==> src/rtl/exc_entry_pkg.sv <==
package exc_entry_pkg;
   // status word bit positions
   localparam int SRB_SUP     = 0;
   localparam int SRB_TICK_EN = 1;
   localparam int SRB_IRQ_EN  = 2;
   localparam int SRB_DMMU_EN = 3;
   localparam int SRB_IMMU_EN = 4;
   localparam int SRB_HIVEC   = 5;
   localparam int SRB_DSLOT   = 6;
   // power-control word bit positions
   localparam int PMB_DOZE    = 0;
   localparam int PMB_SLEEP   = 1;
   // cause codes
   localparam int C_FIRST     = 1;
   localparam int C_TICK      = 5;
   localparam int C_ILLEGAL   = 7;
   localparam int C_EXTINT    = 8;
   localparam int C_SYSCALL   = 12;
   localparam int C_LAST      = 14;
   localparam int VEC_SHIFT   = 8;
   localparam int INSN_BYTES  = 4;
endpackage

==> src/rtl/exc_cause_arb.sv <==
module exc_cause_arb
   import exc_entry_pkg::*;
#(
   parameter int CODE_W = 5
) (
   input  logic              clk,
   input  logic              rst_n,
   input  logic              exc_valid,
   input  logic [CODE_W-1:0] exc_code,
   input  logic              irq_ext_req,
   input  logic              irq_tick_req,
   input  logic              irq_en,
   input  logic              tick_en,
   output logic              take,
   output logic              bad,
   output logic [CODE_W-1:0] sel_code
);
   localparam logic [CODE_W-1:0] K_FIRST = CODE_W'(C_FIRST);
   localparam logic [CODE_W-1:0] K_LAST  = CODE_W'(C_LAST);
   localparam logic [CODE_W-1:0] K_TICK  = CODE_W'(C_TICK);
   localparam logic [CODE_W-1:0] K_EXT   = CODE_W'(C_EXTINT);

   logic code_ok, ext_ok, tick_ok;

   always_comb begin
      code_ok  = (exc_code >= K_FIRST) && (exc_code <= K_LAST);
      ext_ok   = irq_ext_req && irq_en;
      tick_ok  = irq_tick_req && tick_en;
      take     = 1'b0;
      bad      = 1'b0;
      sel_code = '0;
      if (exc_valid) begin
         sel_code = exc_code;
         take     = code_ok;
         bad      = !code_ok;
      end else if (tick_ok) begin
         sel_code = K_TICK;
         take     = 1'b1;
      end else if (ext_ok) begin
         sel_code = K_EXT;
         take     = 1'b1;
      end
   end


   tick_wins_chk: assert property (@(posedge clk) disable iff (!rst_n)
      (!exc_valid && irq_tick_req && tick_en) |-> (take && sel_code == K_TICK));

   gated_irq_chk: assert property (@(posedge clk) disable iff (!rst_n)
      (!exc_valid && !(irq_tick_req && tick_en) && !(irq_ext_req && irq_en)) |-> !take);

   take_bad_excl_chk: assert property (@(posedge clk) disable iff (!rst_n)
      !(take && bad));
endmodule

==> src/rtl/exc_vec_gen.sv <==
module exc_vec_gen
   import exc_entry_pkg::*;
#(
   parameter int              XLEN      = 32,
   parameter int              CODE_W    = 5,
   parameter bit              HAS_VBASE = 1'b1,
   parameter logic [XLEN-1:0] HIGH_OVL  = 32'hF000_0000
) (
   input  logic [CODE_W-1:0] code,
   input  logic [XLEN-1:0]   vbase,
   input  logic              vbase_en,
   input  logic              hivec,
   output logic [XLEN-1:0]   vec
);
   localparam int PAD_W = XLEN - CODE_W - VEC_SHIFT;

   logic [XLEN-1:0] base_part, raw;

   assign raw = {{PAD_W{1'b0}}, code, {VEC_SHIFT{1'b0}}};

   generate
      if (HAS_VBASE) begin : g_vbase
         assign base_part = vbase_en ? vbase : '0;
      end else begin : g_novbase
         logic unused_vb;
         assign unused_vb = ^{vbase, vbase_en};
         assign base_part = '0;
      end
   endgenerate

   assign vec = raw | base_part | (hivec ? HIGH_OVL : '0);
endmodule

==> src/rtl/exc_state_upd.sv <==
module exc_state_upd
   import exc_entry_pkg::*;
#(
   parameter int XLEN   = 32,
   parameter int CODE_W = 5,
   parameter int SR_W   = 16,
   parameter int PMR_W  = 8
) (
   input  logic [CODE_W-1:0] code,
   input  logic [XLEN-1:0]   pc,
   input  logic              dslot,
   input  logic [SR_W-1:0]   sr_old,
   input  logic [PMR_W-1:0]  pmr_old,
   output logic [XLEN-1:0]   epc,
   output logic              is_illegal,
   output logic [SR_W-1:0]   sr_new,
   output logic [PMR_W-1:0]  pmr_new
);
   localparam logic [XLEN-1:0] STEP = XLEN'(INSN_BYTES);

   always_comb begin
      epc = pc;
      if (code == CODE_W'(C_SYSCALL)) epc = epc + STEP;
      if (dslot) epc = epc - STEP;
      is_illegal = (code == CODE_W'(C_ILLEGAL));

      sr_new = sr_old;
      sr_new[SRB_SUP]     = 1'b1;
      sr_new[SRB_TICK_EN] = 1'b0;
      sr_new[SRB_IRQ_EN]  = 1'b0;
      sr_new[SRB_DMMU_EN] = 1'b0;
      sr_new[SRB_IMMU_EN] = 1'b0;
      sr_new[SRB_DSLOT]   = dslot;

      pmr_new = pmr_old;
      pmr_new[PMB_DOZE]  = 1'b0;
      pmr_new[PMB_SLEEP] = 1'b0;
   end
endmodule

==> src/rtl/exc_entry_unit.sv <==
module exc_entry_unit
   import exc_entry_pkg::*;
#(
   parameter int              XLEN      = 32,
   parameter int              CODE_W    = 5,
   parameter int              SR_W      = 16,
   parameter int              PMR_W     = 8,
   parameter bit              HAS_VBASE = 1'b1,
   parameter logic [XLEN-1:0] HIGH_OVL  = 32'hF000_0000
) (
   input  logic              clk,
   input  logic              rst_n,
   input  logic              exc_valid,
   input  logic [CODE_W-1:0] exc_code,
   input  logic [XLEN-1:0]   cur_pc,
   input  logic              in_dslot,
   input  logic [SR_W-1:0]   sr_in,
   input  logic [PMR_W-1:0]  pmr_in,
   input  logic [XLEN-1:0]   vbase_in,
   input  logic              cfg_vbase_en,
   input  logic              irq_ext_req,
   input  logic              irq_tick_req,
   output logic              entry_commit,
   output logic [CODE_W-1:0] entry_code,
   output logic [XLEN-1:0]   epc_out,
   output logic              eear_we,
   output logic [XLEN-1:0]   eear_out,
   output logic [SR_W-1:0]   esr_out,
   output logic [SR_W-1:0]   sr_out,
   output logic [PMR_W-1:0]  pmr_out,
   output logic              resv_kill,
   output logic              dslot_clr,
   output logic [XLEN-1:0]   new_pc,
   output logic              unhandled_err
);
   generate
      if (CODE_W < 4) begin : g_bad_code
         $error("CODE_W too narrow for cause codes");
      end
      if (XLEN < CODE_W + VEC_SHIFT + 4) begin : g_bad_xlen
         $error("XLEN too narrow for vector layout");
      end
      if (SR_W <= SRB_DSLOT) begin : g_bad_sr
         $error("SR_W too narrow for status bits");
      end
      if (PMR_W <= PMB_SLEEP) begin : g_bad_pmr
         $error("PMR_W too narrow for power bits");
      end
   endgenerate

   logic              take, bad, illegal;
   logic [CODE_W-1:0] code;
   logic [XLEN-1:0]   epc_n, vec_n;
   logic [SR_W-1:0]   sr_n;
   logic [PMR_W-1:0]  pmr_n;

   exc_cause_arb #(.CODE_W(CODE_W)) u_arb (
      .clk          (clk),
      .rst_n        (rst_n),
      .exc_valid    (exc_valid),
      .exc_code     (exc_code),
      .irq_ext_req  (irq_ext_req),
      .irq_tick_req (irq_tick_req),
      .irq_en       (sr_in[SRB_IRQ_EN]),
      .tick_en      (sr_in[SRB_TICK_EN]),
      .take         (take),
      .bad          (bad),
      .sel_code     (code)
   );

   exc_state_upd #(.XLEN(XLEN), .CODE_W(CODE_W), .SR_W(SR_W), .PMR_W(PMR_W)) u_upd (
      .code       (code),
      .pc         (cur_pc),
      .dslot      (in_dslot),
      .sr_old     (sr_in),
      .pmr_old    (pmr_in),
      .epc        (epc_n),
      .is_illegal (illegal),
      .sr_new     (sr_n),
      .pmr_new    (pmr_n)
   );

   exc_vec_gen #(.XLEN(XLEN), .CODE_W(CODE_W), .HAS_VBASE(HAS_VBASE), .HIGH_OVL(HIGH_OVL)) u_vec (
      .code     (code),
      .vbase    (vbase_in),
      .vbase_en (cfg_vbase_en),
      .hivec    (sr_in[SRB_HIVEC]),
      .vec      (vec_n)
   );

   always_ff @(posedge clk or negedge rst_n) begin
      if (!rst_n) begin
         entry_commit  <= 1'b0;
         entry_code    <= '0;
         epc_out       <= '0;
         eear_we       <= 1'b0;
         eear_out      <= '0;
         esr_out       <= '0;
         sr_out        <= '0;
         pmr_out       <= '0;
         resv_kill     <= 1'b0;
         dslot_clr     <= 1'b0;
         new_pc        <= '0;
         unhandled_err <= 1'b0;
      end else begin
         entry_commit  <= take;
         eear_we       <= take && illegal;
         resv_kill     <= take;
         dslot_clr     <= take && in_dslot;
         unhandled_err <= bad;
         if (take) begin
            entry_code <= code;
            epc_out    <= epc_n;
            esr_out    <= sr_in;
            sr_out     <= sr_n;
            pmr_out    <= pmr_n;
            new_pc     <= vec_n;
            if (illegal) eear_out <= cur_pc;
         end
      end
   end


   esr_copy_chk: assert property (@(posedge clk) disable iff (!rst_n)
      entry_commit |-> esr_out == $past(sr_in));

   sr_rewrite_chk: assert property (@(posedge clk) disable iff (!rst_n)
      entry_commit |-> (sr_out[SRB_SUP] && !sr_out[SRB_IRQ_EN] && !sr_out[SRB_TICK_EN]
                        && sr_out[SRB_DSLOT] == dslot_clr));

   pmr_clear_chk: assert property (@(posedge clk) disable iff (!rst_n)
      entry_commit |-> (!pmr_out[PMB_DOZE] && !pmr_out[PMB_SLEEP] && resv_kill));

   exc_first_chk: assert property (@(posedge clk) disable iff (!rst_n)
      (entry_commit && $past(exc_valid)) |-> entry_code == $past(exc_code));

   plain_vec_chk: assert property (@(posedge clk) disable iff (!rst_n)
      (entry_commit && !$past(cfg_vbase_en) && !$past(sr_in[SRB_HIVEC]))
      |-> new_pc == {{(XLEN-CODE_W-VEC_SHIFT){1'b0}}, entry_code, {VEC_SHIFT{1'b0}}});

   err_no_update_chk: assert property (@(posedge clk) disable iff (!rst_n)
      unhandled_err |-> (!entry_commit && !eear_we && !resv_kill && $stable(new_pc)
                         && $stable(sr_out) && $stable(epc_out)));

   idle_hold_chk: assert property (@(posedge clk) disable iff (!rst_n)
      !entry_commit |-> ($stable(new_pc) && $stable(epc_out) && !resv_kill && !dslot_clr));

   eear_only_illegal_chk: assert property (@(posedge clk) disable iff (!rst_n)
      eear_we |-> (entry_commit && entry_code == CODE_W'(C_ILLEGAL) && eear_out == $past(cur_pc)));
endmodule

==> config.mk <==
export PLATFORM = sky130hd
export DESIGN_NAME = exc_entry_unit
export DESIGN_NICKNAME = d
export VERILOG_FILES = /design/src/rtl/exc_entry_pkg.sv /design/src/rtl/exc_cause_arb.sv /design/src/rtl/exc_vec_gen.sv /design/src/rtl/exc_state_upd.sv /design/src/rtl/exc_entry_unit.sv
export SDC_FILE = /design/constraint.sdc
export NUM_CORES = 1
export LEC_CHECK = 0
export BUFFER_PORTS_ARGS = -buffer_cell sky130_fd_sc_hd__buf_2
export CAP_MARGIN = 40
export CORE_MARGIN = 2
export CORE_UTILIZATION = 40
export CTS_CLUSTER_DIAMETER = 100
export DETAILED_ROUTE_END_ITERATION = 8
export HOLD_SLACK_MARGIN = 0.15
export PLACE_DENSITY = 0.72
export SYNTH_ARGS = -nofsm -noshare
export SYNTH_HDL_FRONTEND = slang
export SYNTH_HIERARCHICAL = 1
export SYNTH_SLANG_ARGS = --single-unit
export TNS_END_PERCENT = 100
==> constraint.sdc <==
create_clock -name clk -period 2.3 [get_ports clk]
set_input_delay 0.23 -clock clk [delete_from_list [all_inputs] [get_ports clk]]
set_output_delay 0.23 -clock clk [all_outputs]
set_load 0.1 [all_outputs]
==> impl_metrics.env <==
export IMPL_status="finished with violations"
export IMPL_violations="negative setup slack"
export IMPL_rr_startpoint="epc_out[28]"
export IMPL_tns_ns=-12.23
export IMPL_required_ns=2.61
export IMPL_syn_to_final_growth_pct=54.5
export IMPL_gr_total_overflow=0
export IMPL_endpoint_kind="flop"
export IMPL_portBuffers=243
export IMPL_leakagePower_uw=0.00586
export IMPL_rsz0062_at_grt="true"
export IMPL_reg2regPathDepth=1
export IMPL_start_kind="input pin"
export IMPL_grt_max_degree=78
export IMPL_hp_class="input pin to flop"
export IMPL_ys_async_sr_fraction_pct=100
export IMPL_use_met3_pct=6.10
export IMPL_path_class="input pin to flop"
export IMPL_relSlewSlack_pct=64.4
export IMPL_num_vias=7005
export IMPL_drv_cap=0
export IMPL_grt_pass1_wl_um=36000
export IMPL_finalCriticalPeriod_ns=2.94
export IMPL_first_global_vias=7127
export IMPL_clockBufferDepth=2
export IMPL_slew_viol_final=0
export IMPL_drive_gt1_share_pct=59.2
export IMPL_synth_edf_count=0
export IMPL_start_util_pct=40.5
export IMPL_whs_path_depth=2
export IMPL_yosysSeqAreaShare_pct=46.4
export IMPL_fin_util_pct=62.5
export IMPL_setup_ws_ns=-0.635
export IMPL_drc=0
export IMPL_io_pins=246
export IMPL_cts_sinks=145
export IMPL_dp_hpwl_um=16100
export IMPL_seqCellArea_mm2=0.00363
export IMPL_grtUsageMet1_pct=25.5
export IMPL_ys_ff_latch=145
export IMPL_dieArea_mm2=0.0207
export IMPL_ant_nets=0
export IMPL_tritoncts="built"
export IMPL_cts_buffers=17
export IMPL_drt_initial_drc_count=345
export IMPL_fmax_ghz=0.341
export IMPL_first_pass_iters=5
export IMPL_viasPerCell=5.13
export IMPL_final_cell_mix="239 x buf_2, 145 x dfrtp_1, 133 x buf_4"
export IMPL_core_mm2=0.0193
export IMPL_drt_wl_total_um=23700
export IMPL_die_w_um=144
export IMPL_avgSynthCellArea_um2=11.7
export IMPL_fin_crit_sh_pct=128
export IMPL_wl_per_cell_um=17.4
export IMPL_antenna_found_initial=0
export IMPL_crit_fanout=7
export IMPL_place_congestion=0.888
export IMPL_cts_max_level=4
export IMPL_r2r_end="epc_out[28]"
export IMPL_n_fill_cell=1503
export IMPL_clk_latency_ns=0.42
export IMPL_synth_area_mm2=0.00783
export IMPL_whs_endpoint="eear_out[29]"
export IMPL_min_from="cur_pc[29]"
export IMPL_ys_warn_count=6
export IMPL_synth_main_ff_cell="dfrtp_1"
export IMPL_finClkSkew_ns=0
export IMPL_fin_nets=1190
export IMPL_top_usage_layer="met2"
export IMPL_finalHoldViolCount=0
export IMPL_worstPathArrival_ns=3.24
export IMPL_grt_use_met2_pct=40.1
export IMPL_ir_drop_v=0.000640
export IMPL_multi_input_area_mm2=0.00429
export IMPL_p_per_area_mw_per_mm2=902
export IMPL_layout_commonest_cell="buf_2"
export IMPL_worst_pin_slew_ns=0.538
export IMPL_diodes=0
export IMPL_ys_types=64
export IMPL_hold_ws_ns=0.159
export IMPL_grt_total_usage_pct=22.3
export IMPL_regToRegSetupSlack_ns=1.47
export IMPL_synth_cells=667
export IMPL_num_rows=51
export IMPL_die_y_um=144
export IMPL_clk_pin_slew_ns=0.06
export IMPL_cts_root_buf="clkbuf_16"
export IMPL_finalSetupViolations=27
## final cells by class
type	instances	share of cell area (%)
Clock buffer	17	3.52
Clock inverter	15	1.66
Inverter	10	0.310
Multi-Input combinational cell	452	35.4
Sequential cell	145	30.0
Tap cell	265	2.74
Timing Repair Buffer	462	26.3
## synth_stat cells, types with 11 or more instances
cell | count | area [µm²]
nor3_1 | 11 | 55.1
mux2_2 | 141 | 1590
buf_4 | 29 | 218
clkbuf_1 | 11 | 41.3
dfrtp_1 | 145 | 3630
xnor2_1 | 37 | 324
nand2_1 | 27 | 101
nor4_1 | 14 | 87.6
nand4_1 | 16 | 100
and2_1 | 33 | 206
a21o_1 | 12 | 90.1
nor2_1 | 19 | 71.3
xor2_1 | 12 | 105
nand3_1 | 12 | 60.1
buf_6 | 14 | 158
## state kept, by name (all words and copies together), names as in the netlist, 5 cells and up
register    cells
entry_code      5
epc_out        32
esr_out        16
pmr_out         8
sr_out         16
eear_out       32
new_pc         32
## cells by family after synthesis
kind of cell    Yosys count  synth area share (%)
simple gates            186                  14.1
mux                     147                  21.1
flops                   145                  46.4
buf+inv                  75                  6.47
compound gates           61                  6.07
xor+xnor                 49                  5.48
fa+ha+maj                 2                 0.320
other cells               2                0.0959
## metrics by stage
step,total power (µW),setup slack (ns),area (µm²),instances
global placement,7800,-1.06,10100,1238
floorplan,6970,-0.720,8010,672
CTS,10900,-0.565,11700,1354
global route,11300,-0.724,12100,1366
finish,10900,-0.635,12100,1366
detailed placement,7850,-1.13,10100,1238
## metal layers
metal,vias to the layer above,routed length (µm)
met4,0,644
li1,3210,-
met2,281,12300
met1,3469,9120
met5,-,0
met3,45,1660
## how the worst max path moves through the flow
stage	startpoint	end	cells after the start
CTS	sr_in[1]	epc_out[30]	13
global route	irq_tick_req	epc_out[29]	15
detailed placement	sr_in[1]	epc_out[22]	12
finish	irq_tick_req	epc_out[29]	16
floorplan	irq_tick_req	epc_out[22]	11
global placement	sr_in[1]	epc_out[22]	12
## power by group
group	switching, µW	internal [µW]	leakage (µW)
combinational	3810	1030	0.00377
sequential	210	2960	0.00179
clock	1240	1660	0.000301
total	5270	5640	0.00586
## critical path, stage by stage
cell and delay, ns:
buf_6 0.09, and3b_2 0.23, a21o_1 0.20, buf_6 0.13, nor4b_4 0.20, buf_4 0.18, nand4_1 0.15, buf_6 0.19
buf_4 0.13, o21a_1 0.18, o211a_1 0.25, o211ai_1 0.42, buf_4 0.21, nor4_4 0.04, xnor2_1 0.14, mux2_4 0.26
## what timing repair did
item                                    CTS  global route
buffers inserted                         21            16
endpoints found under the setup margin   27            28
pin swaps                                21            41
gates cloned                              0             1
hold buffers                             65             0
gates resized for setup                  48            58
endpoints found under the hold margin   218             0
Note: power is estimated with default switching activity, not from simulation.
